## src/rtl/shepwm_pkg.sv

```systemverilog
package shepwm_pkg;

    // number of switching angles per quarter wave used by the scheme
    localparam int unsigned ANGLES_PER_QUARTER = 7;

    typedef enum logic {
        LVL_THREE = 1'b0,
        LVL_FIVE  = 1'b1
    } lvl_mode_e;

endpackage

```

## src/rtl/shepwm_phase.sv

```systemverilog
module shepwm_phase #(
    parameter int unsigned PH_W = 16
) (
    input  logic            clk,
    input  logic            rst_n,
    input  logic            tick_i,
    input  logic [PH_W-1:0] step_i,
    output logic [PH_W-1:0] phase_o,
    output logic [PH_W-1:0] phase_nxt_o,
    output logic            wrap_o
);

    typedef struct packed {
        logic [PH_W-1:0] phase;
    } ph_st_t;

    ph_st_t st_d, st_q;
    logic [PH_W:0] sum;

    always_comb begin
        st_d   = st_q;
        sum    = {1'b0, st_q.phase} + {1'b0, step_i};
        wrap_o = tick_i & sum[PH_W];
        if (tick_i) begin
            st_d.phase = sum[PH_W-1:0];
        end
    end

    always_ff @(posedge clk) begin
        if (!rst_n) begin
            st_q <= '0;
        end else begin
            st_q <= st_d;
        end
    end

    assign phase_o     = st_q.phase;
    assign phase_nxt_o = st_d.phase;

endmodule

```

## src/rtl/shepwm_table.sv

```systemverilog
module shepwm_table
    import shepwm_pkg::*;
#(
    parameter int unsigned PH_W  = 16,
    parameter int unsigned N_ANG = ANGLES_PER_QUARTER,
    localparam int unsigned AW   = $clog2(N_ANG + 1)
) (
    input  logic                      clk,
    input  logic                      rst_n,
    input  logic                      wr_en_i,
    input  logic [AW-1:0]             wr_addr_i,
    input  logic [PH_W-1:0]           wr_data_i,
    input  logic                      wrap_i,
    input  logic                      mode_i,
    output logic [N_ANG-1:0][PH_W-1:0] act_tbl_o,
    output logic [N_ANG-1:0][PH_W-1:0] act_tbl_nxt_o,
    output lvl_mode_e                 mode_o,
    output lvl_mode_e                 mode_nxt_o,
    output logic                      pending_o,
    output logic                      shadow_ok_o,
    output logic                      err_o
);

    localparam int unsigned QUARTER = 1 << (PH_W - 2);
    localparam int unsigned DEF_GAP = QUARTER / (N_ANG + 1);

    typedef logic [N_ANG-1:0][PH_W-1:0] tbl_t;

    typedef struct packed {
        tbl_t      shadow;
        tbl_t      act;
        lvl_mode_e mode;
        logic      pend;
        logic      err;
    } tb_st_t;

    function automatic tbl_t make_default();
        tbl_t t;
        for (int i = 0; i < int'(N_ANG); i++) begin
            t[i] = PH_W'((i + 1) * DEF_GAP);
        end
        return t;
    endfunction

    localparam tbl_t DEF_TBL = make_default();

    tb_st_t st_d, st_q;
    logic [N_ANG-1:0] order_ok;
    logic             upper_ok;

    // per-entry ordering checks on the shadow copy
    for (genvar g = 0; g < int'(N_ANG); g++) begin : g_order
        if (g == 0) begin : g_first
            assign order_ok[g] = (st_q.shadow[g] != '0);
        end else begin : g_rest
            assign order_ok[g] = (st_q.shadow[g] > st_q.shadow[g-1]);
        end
    end

    assign upper_ok    = (st_q.shadow[N_ANG-1][PH_W-1:PH_W-2] == 2'b00);
    assign shadow_ok_o = (&order_ok) & upper_ok;

    always_comb begin
        st_d = st_q;
        if (wrap_i) begin
            st_d.mode = lvl_mode_e'(mode_i);
            if (st_q.pend) begin
                st_d.pend = 1'b0;
                if (shadow_ok_o) begin
                    st_d.act = st_q.shadow;
                    st_d.err = 1'b0;
                end else begin
                    st_d.err = 1'b1;
                end
            end
        end
        if (wr_en_i && (int'(wr_addr_i) < int'(N_ANG))) begin
            st_d.shadow[wr_addr_i] = wr_data_i;
            st_d.pend              = 1'b1;
        end
    end

    always_ff @(posedge clk) begin
        if (!rst_n) begin
            st_q.shadow <= DEF_TBL;
            st_q.act    <= DEF_TBL;
            st_q.mode   <= LVL_THREE;
            st_q.pend   <= 1'b0;
            st_q.err    <= 1'b0;
        end else begin
            st_q <= st_d;
        end
    end

    assign act_tbl_o     = st_q.act;
    assign act_tbl_nxt_o = st_d.act;
    assign mode_o        = st_q.mode;
    assign mode_nxt_o    = st_d.mode;
    assign pending_o     = st_q.pend;
    assign err_o         = st_q.err;

endmodule

```

## src/rtl/shepwm_level.sv

```systemverilog
module shepwm_level
    import shepwm_pkg::*;
#(
    parameter int unsigned PH_W    = 16,
    parameter int unsigned N_ANG   = ANGLES_PER_QUARTER,
    parameter int unsigned K_INNER = 3
) (
    input  logic                       clk,
    input  logic                       rst_n,
    input  logic [PH_W-1:0]            phase_i,
    input  logic [N_ANG-1:0][PH_W-1:0] tbl_i,
    input  lvl_mode_e                  mode_i,
    output logic [2:0]                 level_o
);

    localparam int unsigned CW     = $clog2(N_ANG + 1);
    localparam logic [PH_W-1:0] HALF_W = {1'b1, {(PH_W-1){1'b0}}};
    localparam logic       K_ODD  = ((K_INNER % 2) == 1);

    if ((K_INNER % 2) == 0 || K_INNER >= N_ANG) begin : g_bad_split
        $error("inner transition count must be odd and below the angle count");
    end

    typedef struct packed {
        logic [2:0] level;
    } lv_st_t;

    lv_st_t st_d, st_q;

    logic [PH_W-2:0]  q;
    logic [PH_W-1:0]  fold;
    logic [N_ANG-1:0] passed;
    logic [CW-1:0]    cnt;
    logic [1:0]       mag;

    assign q    = phase_i[PH_W-2:0];
    assign fold = q[PH_W-2] ? (HALF_W - {1'b0, q}) : {1'b0, q};

    for (genvar g = 0; g < int'(N_ANG); g++) begin : g_cmp
        assign passed[g] = (fold >= tbl_i[g]);
    end

    always_comb begin
        cnt = '0;
        for (int i = 0; i < int'(N_ANG); i++) begin
            cnt = cnt + CW'(passed[i]);
        end
    end

    always_comb begin
        st_d = st_q;
        if (mode_i == LVL_THREE || cnt <= CW'(K_INNER)) begin
            mag = {1'b0, cnt[0]};
        end else begin
            mag = (cnt[0] ^ K_ODD) ? 2'd2 : 2'd1;
        end
        if (phase_i[PH_W-1]) begin
            st_d.level = 3'd0 - {1'b0, mag};
        end else begin
            st_d.level = {1'b0, mag};
        end
    end

    always_ff @(posedge clk) begin
        if (!rst_n) begin
            st_q <= '0;
        end else begin
            st_q <= st_d;
        end
    end

    assign level_o = st_q.level;

endmodule

```

## src/rtl/shepwm_gen.sv

```systemverilog
module shepwm_gen
    import shepwm_pkg::*;
#(
    parameter int unsigned PH_W    = 16,
    parameter int unsigned N_ANG   = ANGLES_PER_QUARTER,
    parameter int unsigned K_INNER = 3,
    localparam int unsigned AW     = $clog2(N_ANG + 1)
) (
    input  logic            clk,
    input  logic            rst_n,
    input  logic            tick_i,
    input  logic [PH_W-1:0] step_i,
    input  logic            mode_five_i,
    input  logic            wr_en_i,
    input  logic [AW-1:0]   wr_addr_i,
    input  logic [PH_W-1:0] wr_data_i,
    output logic [2:0]      level_o,
    output logic            tbl_err_o
);

    logic [PH_W-1:0]            phase;
    logic [PH_W-1:0]            phase_nxt;
    logic                       wrap;
    logic [N_ANG-1:0][PH_W-1:0] act_tbl;
    logic [N_ANG-1:0][PH_W-1:0] act_tbl_nxt;
    lvl_mode_e                  mode_act;
    lvl_mode_e                  mode_nxt;
    logic                       pending;
    logic                       shadow_ok;

    shepwm_phase #(.PH_W(PH_W)) u_phase (
        .clk         (clk),
        .rst_n       (rst_n),
        .tick_i      (tick_i),
        .step_i      (step_i),
        .phase_o     (phase),
        .phase_nxt_o (phase_nxt),
        .wrap_o      (wrap)
    );

    shepwm_table #(.PH_W(PH_W), .N_ANG(N_ANG)) u_table (
        .clk           (clk),
        .rst_n         (rst_n),
        .wr_en_i       (wr_en_i),
        .wr_addr_i     (wr_addr_i),
        .wr_data_i     (wr_data_i),
        .wrap_i        (wrap),
        .mode_i        (mode_five_i),
        .act_tbl_o     (act_tbl),
        .act_tbl_nxt_o (act_tbl_nxt),
        .mode_o        (mode_act),
        .mode_nxt_o    (mode_nxt),
        .pending_o     (pending),
        .shadow_ok_o   (shadow_ok),
        .err_o         (tbl_err_o)
    );

    shepwm_level #(.PH_W(PH_W), .N_ANG(N_ANG), .K_INNER(K_INNER)) u_level (
        .clk     (clk),
        .rst_n   (rst_n),
        .phase_i (phase_nxt),
        .tbl_i   (act_tbl_nxt),
        .mode_i  (mode_nxt),
        .level_o (level_o)
    );

endmodule

```

## config.mk

```make
export PLATFORM = sky130hd
export DESIGN_NAME = shepwm_gen
export DESIGN_NICKNAME = d
export VERILOG_FILES = /design/src/rtl/shepwm_pkg.sv /design/src/rtl/shepwm_phase.sv /design/src/rtl/shepwm_table.sv /design/src/rtl/shepwm_level.sv /design/src/rtl/shepwm_gen.sv
export SDC_FILE = /design/constraint.sdc
export NUM_CORES = 1
export LEC_CHECK = 0
export CAP_MARGIN = 20
export CELL_PAD_IN_SITES_DETAIL_PLACEMENT = 0
export CELL_PAD_IN_SITES_GLOBAL_PLACEMENT = 1
export CORE_MARGIN = 2
export CORE_UTILIZATION = 52
export CTS_CLUSTER_SIZE = 8
export DETAILED_ROUTE_END_ITERATION = 8
export PLACE_DENSITY_LB_ADDON = 0.1
export SETUP_SLACK_MARGIN = 0.5
export SLEW_MARGIN = 40
export SYNTH_ARGS = -nofsm -noshare
export SYNTH_HDL_FRONTEND = slang
export SYNTH_SLANG_ARGS = --single-unit
```

## constraint.sdc

```tcl
create_clock -name clk -period 11.2 [get_ports clk]
set_input_delay 1.12 -clock clk [delete_from_list [all_inputs] [get_ports clk]]
set_output_delay 1.12 -clock clk [all_outputs]
set_load 0.01 [all_outputs]
```

==> results of run 1 <==
==> cells in the final DEF, fill, tap and decap left out, drive strengths merged, types with 6 or more instances in the layout <==
cell type,synthesis,routed
o211ai,25,25
clkbuf,59,40
nor4,8,8
a211oi,6,6
a21oi,166,166
o21ai,32,32
clkdlybuf4s50,0,42
nand2b,14,14
nor2,51,51
ha,228,228
xnor2,10,10
and3,6,6
o21a,25,25
nor2b,16,16
inv,112,112
nor3,12,12
nand3,17,17
conb,1,7
and2,7,7
a21o,96,96
o31ai,14,14
nand4,42,42
buf,28,31
nand2,444,444
dfxtp,246,246
xor2,7,7
mux2i,194,194
mux2,10,10
==> final timing paths <==
check | start | to | slack [ns] | cells past startpoint
setup / recovery | step_i[0] | u_level.level_o[1] | 2.95 | 32
hold / removal | u_table.act_tbl_o[22] | u_table.act_tbl_o[22] | 0.46 | 2
setup reg to reg | u_table.st_q[209] | u_level.level_o[1] | 3.61 | 28
hold reg to reg | u_table.act_tbl_o[22] | u_table.act_tbl_o[22] | 0.46 | 2
==> layout make-up <==
| type | count | area, sq um |
|---|---|---|
| multi-input combinational | 1490 | 10500 |
| clock buffer | 40 | 958 |
| clock inverter | 1 | 16.3 |
| sequential | 246 | 4920 |
| timing repair buffer | 73 | 657 |
| fill | 2796 | 12700 |
| inverter | 112 | 425 |
| tap | 396 | 495 |
==> cells by family after synthesis <==
logic type | synth area share, %
and+or+nand+nor | 16.8
AOI/OAI and AO/OA | 15.8
DFF | 30.2
adders and majority gates | 18.0
muxes | 12.6
buffers and inverters | 5.66
xor gates and xnor gates | 0.912
other | 0.0230
==> per-layer routing <==
layer,vias up,global-route usage (%),share of wire (%)
met5,-,0,0
met4,0,6.67,2.2
met3,67,3.45,4.5
met2,285,44.0,45
met1,6441,37.7,48
li1,6783,-,-
==> worst max-delay path: cells and delay by family <==
kind                       cells  cell delay (ns)
AOI/OAI and AO/OA             14             2.73
xor gates and xnor gates       1             0.15
adders and majority gates      8             2.59
buffers and inverters          5             0.71
muxes                          1             0.53
and+or+nand+nor                3             0.82
==> metrics by stage <==
step | hold WS [ns] | worst slack, ns | power, uW | area, sq um
finish | 0.455 | 2.95 | 2890 | 18000
global route | 0.478 | 2.51 | 3070 | 18000
floorplan | 0.436 | 4.14 | 1570 | 16300
global placement | 0.444 | 2.62 | 1880 | 17000
CTS | 0.460 | 3.02 | 2900 | 18000
detailed placement | 0.453 | 2.56 | 1900 | 17000
==> synth_stat cells (all sizes together), types with 16 or more instances <==
master and count:
a21o 96, o21a 25, nand4 42, nor2b 16, buf 28, a21oi 166
nor2 51, ha 228, o211ai 25, dfxtp 246, nand2 444, inv 112
o21ai 32, clkbuf 59, nand3 17, mux2i 194
==> where the power goes <==
group	total [uW]	switching (uW)	leakage [uW]	internal, uW
logic	982	570	0.00596	411
registers	920	19.8	0.00199	901
clock network	984	388	0.000478	596
total	2890	978	0.00843	1910
==> flip-flops by register name, indices dropped and copies added, names as in the netlist <==
name and flops:
u_phase.phase_o 16, u_table.pending_o 1, u_table.st_q 112, u_level.level_o 3, u_table.err_o 1, u_table.mode_o 1
u_table.act_tbl_o 112
==> reports/qor.yml, run 1 <==
floorplanning:
  dieWidth_um: 181
  start_util_pct: 53.1
  dieHeight_um: 181
  rows: 64
  core-area_sq_um: 30700
  die_area_sq_um: 32800
  num_io_pins: 44
run_status:
  status: "finished clean"
global_routing:
  first_global_vias: 12900
  grt_pass1_wl_um: 70700
  antenna_found_initial: 0
  grt_usage_pct: 26.9
  grt_max_degree: 81
  overflow: 0
power:
  p_leak_uw: 0.00843
  ir_drop_v: 0.000119
  powerDensity_nw_per_um2: 160
finish:
  fin_util_pct: 58.6
  fin_cells: 2358
  area.growth.synth_to_final_pct: 10.4
  nNetsFinal: 2231
  drive_gt1_share_pct: 5.20
  antenna_cells: 0
sta:
  max_freq_ghz: 0.121
  slew_violations: 0
  max-slew-margin-rel_pct: 44.3
  skew_ns: 0.0193
  setup_violations: 0
  finalCriticalPeriod_ns: 8.25
  hold_viol_final: 0
  tightest_slew_ns: 0.835
  rsz0062_at_grt: "false"
  tns_ns: 0
  timing.final.crit_share_pct: 73.7
clock_tree:
  cts-root-buf: "clkbuf_16"
  clkSlewWorstSetupHoldPaths_ns: 0.05
  cts_tree: "yes"
  hold_buffers: 0
  numClockSinks: 246
  htree_levels: 2
  post_cts_buffers: 0
  clock_path_buffers: 3
  cts_resized: 0
  clk_latency_ns: 0.51
  cts_buffers: 36
synthesis:
  synth_top_area_share_pct: 30.2
  synth_warnings: 0
  synth_edf_count: 0
  yosysSeqAreaShare_pct: 30.2
  synth_cell_types: 70
  netlist_top_cells_area: "dfxtp_1, ha_1, mux2i_1"
  synth_cells: 1929
  yosys_most_used_dff: "dfxtp_1"
  syn_area_per_cell_sq_um: 8.46
  synth_area_leader_cell: "dfxtp_1"
  synth.ff_latch_count: 246
  synthArstFlopShare_pct: 0
  syn-cell-area_sq_um: 16300
placement:
  dp.cells: 2317
  portBuffers: 43
  place.detailed.hpwl_um: 31900
  gp_congestion: 0.845
run:
  cap_violations: 0
worst_setup_path:
  end_kind: "register"
  slowest_stage: "mux2_1"
  critPathMaxStageDelay_ns: 0.53
  crit_top_cell: "a21o_1"
  path_max_fanout: 34
  critPathArrivalTime_ns: 8.70
  crit_type: "in2reg"
  cp_data_required_time_ns: 11.65
  critPathLaunchType: "input pin"
route:
  drt-initial-drc-count: 920
  drt-pass1-iter-count: 5
  drt.antenna.violating_nets: 0
  dr_total_vias: 13600
  route.detailed.drc: 0
  vias_per_cell: 5.76
  wire_per_inst_um: 18.6
  wirelength_um: 43900
hold_path:
  hold_class: "reg2reg"
No activity file was read; power rests on OpenSTA's default activity.
==> run 2, diff against run 1 <==
- CORE_UTILIZATION: 52 -> 44
- clock period: 11.2 -> 7.1 ns (I/O delays scaled with it)
==> reports/qor.yml, run 2 (synthesis results as in run 1) <==
run_status:
  status: "finished clean"  # unchanged
clock_tree:
  cts-root-buf: "clkbuf_16"  # unchanged
  hold_buffers: 0  # unchanged
  cts_tree: "yes"  # unchanged
  numClockSinks: 246  # unchanged
  clkSlewWorstSetupHoldPaths_ns: 0.05  # about the same
  clk_latency_ns: 0.55  # was 0.51 ns
  cts_buffers: 36  # unchanged
  htree_levels: 2  # unchanged
  clock_path_buffers: 3  # unchanged
finish:
  drive_gt1_share_pct: 18.9  # was 5.20%
  area.growth.synth_to_final_pct: 24.3  # was 10.4%
  antenna_cells: 0  # unchanged
  final_common_cell: "nand2_1"  # unchanged
  mostFrequentLayoutCells: "nand2_1, ha_1, dfxtp_1"  # was nand2_1, dfxtp_1, ha_1
  fin_util_pct: 55.4  # was 58.6%
  nNetsFinal: 2401  # was 2,231
  fin_area_sq_um: 20300  # was 18,000 sq um
worst_setup_path:
  critPathLaunchType: "input pin"  # unchanged
  critPathBufInv: 6  # was 5
  reg2reg_depth: 29  # was 28
  path_max_fanout: 17  # was 34
  critPathArrivalTime_ns: 7.04  # was 8.70 ns
  crit_top_cell: "a21o_1"  # unchanged
  timing.rr.start: "u_table.st_q[209]"  # unchanged
  slowest_stage: "fa_1"  # was mux2_1
  rrSetupSlack_ns: 0.54  # was 3.61 ns
  crit_type: "in2reg"  # unchanged
  worstSetupStartpoint: "step_i[9]"  # was step_i[0]
  end_kind: "register"  # unchanged
  cp_data_required_time_ns: 7.57  # was 11.65 ns
  critPathMaxStageDelay_ns: 0.44  # was 0.53 ns
  r2r-end: "u_level.level_o[1]"  # unchanged
  cpLargestDelayFamily: "compound AO/OA/AOI/OAI gates"  # unchanged
route:
  drt-pass1-iter-count: 6  # was 5
  drt-initial-drc-count: 867  # was 920
  dr_total_vias: 14200  # was 13,600
  drt.antenna.violating_nets: 0  # unchanged
  vias_per_cell: 5.45  # was 5.76
  wirelength_um: 51400  # was 43,900 um
  route.detailed.drc: 0  # unchanged
  wire_per_inst_um: 19.8  # was 18.6 um
floorplanning:
  num_io_pins: 44  # unchanged
  dieHeight_um: 197  # was 181 um
  dieWidth_um: 197  # was 181 um
  core-area_sq_um: 36600  # was 30,700 sq um
  start_util_pct: 44.6  # was 53.1%
  die_area_sq_um: 38700  # was 32,800 sq um
  rows: 70  # was 64
sta:
  max_freq_ghz: 0.152
  tightest_slew_ns: 0.819  # was 0.835 ns
  setup_violations: 0  # unchanged
  timing.final.crit_share_pct: 92.5
  hold_slack_ns: 0.457  # was 0.455 ns
  hold_viol_final: 0  # unchanged
  skew_ns: 0.0236  # was 0.0193 ns
  finalCriticalPeriod_ns: 6.57
  tns_ns: 0  # unchanged
  slew_violations: 0  # unchanged
  max-slew-margin-rel_pct: 45.4  # was 44.3%
  rsz0062_at_grt: "true"  # was false
global_routing:
  first_global_vias: 13600  # was 12,900
  grt_pass1_wl_um: 78600  # was 70,700 um
  grt_max_degree: 108  # was 81
  overflow: 0  # unchanged
  grt_usage_pct: 26.5  # was 26.9%
  antenna_found_initial: 0  # unchanged
hold_path:
  min_from: "u_table.act_tbl_o[84]"  # was u_table.act_tbl_o[22]
  hold_class: "reg2reg"  # unchanged
  hold_path_depth: 2  # unchanged
  hold_path_end: "u_table.act_tbl_o[84]"  # was u_table.act_tbl_o[22]
placement:
  portBuffers: 43  # unchanged
  place.detailed.hpwl_um: 37300  # was 31,900 um
  gp_congestion: 0.876  # was 0.845
  dpl_cell_area_sq_um: 18200  # was 17,000 sq um
power:
  p_leak_uw: 0.00949  # was 0.00843 uW
  power_switching_share_pct: 34.3  # was 33.9%
  powerDensity_nw_per_um2: 240  # was 160 nW/um^2
  power.share.clock_pct: 32.4  # was 34.1%
  intPower_uw: 3200  # was 1910 uW
  p_sw_uw: 1680  # was 978 uW
  combPwrFrac_pct: 38.0  # was 34.0%
  ir_drop_v: 0.000173  # was 0.000119 V
  p_seq_share_pct: 29.7  # was 31.9%
run:
  cap_violations: 0  # unchanged
run 2: layout make-up:
type                    instances  area [sq um]
clock buffers                  40           958
clock inverters                 1          16.3
fillers                      3367         16300
inverters                     112           430
multi-input cells            1490         11100
flip-flops and latches        246          5060
well taps                     468           586
repair buffers                243          2100
run 2: layer usage:
layer	part of all wire [%]	global-route usage, %
met1	47	36.0
met2	46	44.1
met3	4.3	4.23
met4	1.8	6.15
met5	0	0
run 2: power by group through the flow:
stage	combinational, uW	sequential, uW	clock, uW
after global routing	2060	1450	1670
final	1850	1450	1580
after global placement	1690	1480	0
after detailed placement	1730	1480	0
after floorplan	1010	1470	0
after CTS	1760	1450	1610
run 2: stage by stage:
step	setup slack (ns)	std cells	power, uW
6_report	0.530	2600	4880
5_1_grt	0.292	2600	5180
4_1_cts	0.506	2569	4830
3_5_place_dp	-0.345	2526	3210
3_3_place_gp	-0.239	2526	3170
2_1_floorplan	0.506	1935	2480
run 2: how the worst max path moves through the flow:
stage	end	slack [ns]	cells past startpoint
after global placement	u_level.level_o[1]	-0.24	30
after global routing	u_level.level_o[2]	0.29	30
after detailed placement	u_level.level_o[1]	-0.34	30
after CTS	u_level.level_o[1]	0.51	29
final	u_level.level_o[1]	0.53	30
after floorplan	u_level.level_o[1]	0.51	32
run 2: worst reg2reg max path, delay by kind of cell, from the launching register on:
family | cells | cell delay (ns)
XOR/XNOR | 1 | 0.16
adder cells (fa/ha/maj) | 5 | 1.53
multiplexers | 1 | 0.37
flip-flops | 1 | 0.36
AND/OR/NAND/NOR | 5 | 1.32
AO/OA/AOI/OAI | 11 | 2.00
buffers and inverters | 6 | 0.75
run 2: timing repair:
item	4_1_cts	5_1_grt
cloned	1	2
gates resized for setup	38	154
setup endpoints to repair	2	2
setup buffers	1	29
pin swaps	14	78
==> run 3, diff against run 2 <==
- GPL_ROUTABILITY_DRIVEN: not set -> 0
- MAX_ROUTING_LAYER: not set -> met4
- PLACE_DENSITY_LB_ADDON: 0.1 -> 0.3
==> reports/qor.yml, run 3 (synthesis results as in run 1) <==
global_routing:
  use_met1_pct: 32.7  # was 36.0%
  first_global_vias: 13600  # about the same
  grt_pass1_wl_um: 74800  # was 78,600 um
  gr-usage-met2_pct: 41.6  # was 44.1%
  met3_usage_pct: 2.84  # was 4.23%
  overflow: 0  # unchanged
  grt_usage_pct: 25.4  # was 26.5%
  grt_max_degree: 96  # was 108
  grt.busiest_layer: "met2"  # unchanged
  antenna_found_initial: 3  # was 0
floorplanning:
  start_util_pct: 44.6  # unchanged
  die_area_sq_um: 38700  # unchanged
  dieWidth_um: 197  # unchanged
  core-area_sq_um: 36600  # unchanged
  num_io_pins: 44  # unchanged
  dieHeight_um: 197  # unchanged
  rows: 70  # unchanged
worst_setup_path:
  critPathLaunchType: "register"  # was input pin
  cp_data_required_time_ns: 7.55  # was 7.57 ns
  slowest_stage: "fa_1"  # unchanged
  end_kind: "register"  # unchanged
  crit_top_cell: "a21o_1"  # unchanged
  path_max_fanout: 6  # was 17
  critPathMaxStageDelay_ns: 0.55  # was 0.44 ns
  critPathArrivalTime_ns: 6.89  # was 7.04 ns
  crit_type: "reg2reg"  # was in2reg
power:
  combPwrFrac_pct: 38.1  # was 38.0%
  p_sw_uw: 1660  # was 1680 uW
  p_seq_share_pct: 30.0  # was 29.7%
  power.share.clock_pct: 31.9  # was 32.4%
  power_switching_share_pct: 34.3  # about the same
  intPower_uw: 3180  # was 3200 uW
  powerDensity_nw_per_um2: 241  # was 240 nW/um^2
  p_leak_uw: 0.00934  # was 0.00949 uW
  ir_drop_v: 0.000159  # was 0.000173 V
sta:
  max_freq_ghz: 0.155  # was 0.152 GHz
  finalWorstSetupSlack_ns: 0.657  # was 0.530 ns
  max-slew-margin-rel_pct: 45.8  # was 45.4%
  hold_viol_final: 0  # unchanged
  rsz0062_at_grt: "false"  # was true
  skew_ns: 0.0183  # was 0.0236 ns
  tightest_slew_ns: 0.813  # was 0.819 ns
  slew_violations: 0  # unchanged
  finalCriticalPeriod_ns: 6.44  # was 6.57 ns
  timing.final.crit_share_pct: 90.7  # was 92.5%
  setup_violations: 0  # unchanged
route:
  wire_per_inst_um: 18.8  # was 19.8 um
  drt.antenna.violating_nets: 0  # unchanged
  route.detailed.drc: 0  # unchanged
  drt-initial-drc-count: 998  # was 867
  vias_per_cell: 5.51  # was 5.45
  dr_total_vias: 14200  # about the same
  drt-pass1-iter-count: 6  # unchanged
  wirelength_um: 48200  # was 51,400 um
placement:
  portBuffers: 43  # unchanged
  dpl_worst_slack_ns: -0.325  # was -0.345 ns
  dpl_cell_area_sq_um: 18000  # was 18,200 sq um
  dp.cells: 2499  # was 2,526
  place.detailed.hpwl_um: 35000  # was 37,300 um
run_status:
  status: "finished clean"  # unchanged
clock_tree:
  cts-root-buf: "clkbuf_16"  # unchanged
  numClockSinks: 246  # unchanged
  clock_path_buffers: 3  # unchanged
  hold_buffers: 0  # unchanged
  clk_latency_ns: 0.52  # was 0.55 ns
  cts_buffers: 36  # unchanged
  clkSlewWorstSetupHoldPaths_ns: 0.05  # about the same
  htree_levels: 2  # unchanged
  cts_tree: "yes"  # unchanged
finish:
  drive_gt1_share_pct: 18.1  # was 18.9%
  nNetsFinal: 2367  # was 2,401
  final_common_cell: "nand2_1"  # unchanged
  area.growth.synth_to_final_pct: 22.8  # was 24.3%
  mostFrequentLayoutCells: "nand2_1, ha_1, mux2i_1"  # was nand2_1, ha_1, dfxtp_1
  fin_cells: 2567  # was 2,600
  nFillCells: 3355  # was 3,367
  fin_area_sq_um: 20000  # was 20,300 sq um
hold_path:
  hold_class: "reg2reg"  # unchanged
run:
  cap_violations: 0  # unchanged
[run 3: cell types whose count changed in the layout (fill, tap and decap cells not counted), moves of 4 or more]
cell	change
buf_4	-35
clkdlybuf4s50_1	-7
dfxtp_1	-4
dfxtp_2	+18
dfxtp_4	-14
dlymetal6s2s_1	+7
[run 3: through the flow]
step           setup TNS, ns  utilization, %  power (uW)  hold slack (ns)
6_report                   0            54.8        4840            0.454
5_1_grt                    0            54.8        5130            0.472
4_1_cts                    0            52.1        4730            0.458
3_5_place_dp          -0.606            49.1        3140            0.452
3_3_place_gp          -0.371            49.1        3090            0.443
2_1_floorplan              0               -        2480            0.436
[run 3: power by group through the flow]
stage	Combinational, uW	Clock, uW	Sequential [uW]
after floorplan	1010	0	1470
after global placement	1620	0	1480
after detailed placement	1660	0	1480
final	1850	1540	1450
after CTS	1710	1570	1450
after global routing	2050	1630	1450
[run 3: area by class of cell]
| cell class | instances | area [sq um] | share of cell area, % |
|---|---|---|---|
| Clock inverter | 2 | 17.5 | 0.0874 |
| Clock buffer | 39 | 933 | 4.66 |
| Multi-Input combinational cell | 1490 | 11200 | 55.9 |
| Timing Repair Buffer | 209 | 1850 | 9.22 |
| Inverter | 112 | 423 | 2.11 |
| Antenna cell | 1 | 2.50 | 0.0125 |
| Tap cell | 468 | 586 | 2.92 |
| Sequential cell | 246 | 5030 | 25.1 |
[run 3: critical path: cells and delay by family (launching register included)]
kind	cells	cell delay, ns
xor+xnor	1	0.16
simple gates	2	0.41
mux	1	0.14
compound gates	12	2.28
flops	1	0.37
fa+ha+maj	7	2.34
buf+inv	6	0.65
[run 3: worst paths after layout]
check	from	to	slack, ns	cells after the start
worst min register to register	u_table.act_tbl_o[80]	u_table.act_tbl_o[80]	0.45	2
worst max-delay path	u_table.st_q[178]	u_level.level_o[1]	0.66	29
worst max register to register	u_table.st_q[178]	u_level.level_o[1]	0.66	29
worst min-delay path	u_table.act_tbl_o[80]	u_table.act_tbl_o[80]	0.45	2
[run 3: layer usage]
metal	vias up	part of all wire (%)
met1	6686	45
li1	7071	-
met5	-	0
met3	75	4.3
met4	0	3.0
met2	320	47
[run 3: repair_timing]
item | in CTS | in global routing
setup buffers | 4 | 20
resized for setup | 24 | 178
pin swaps | 10 | 70
setup endpoints to repair | 2 | 2
cloned | 1 | 1
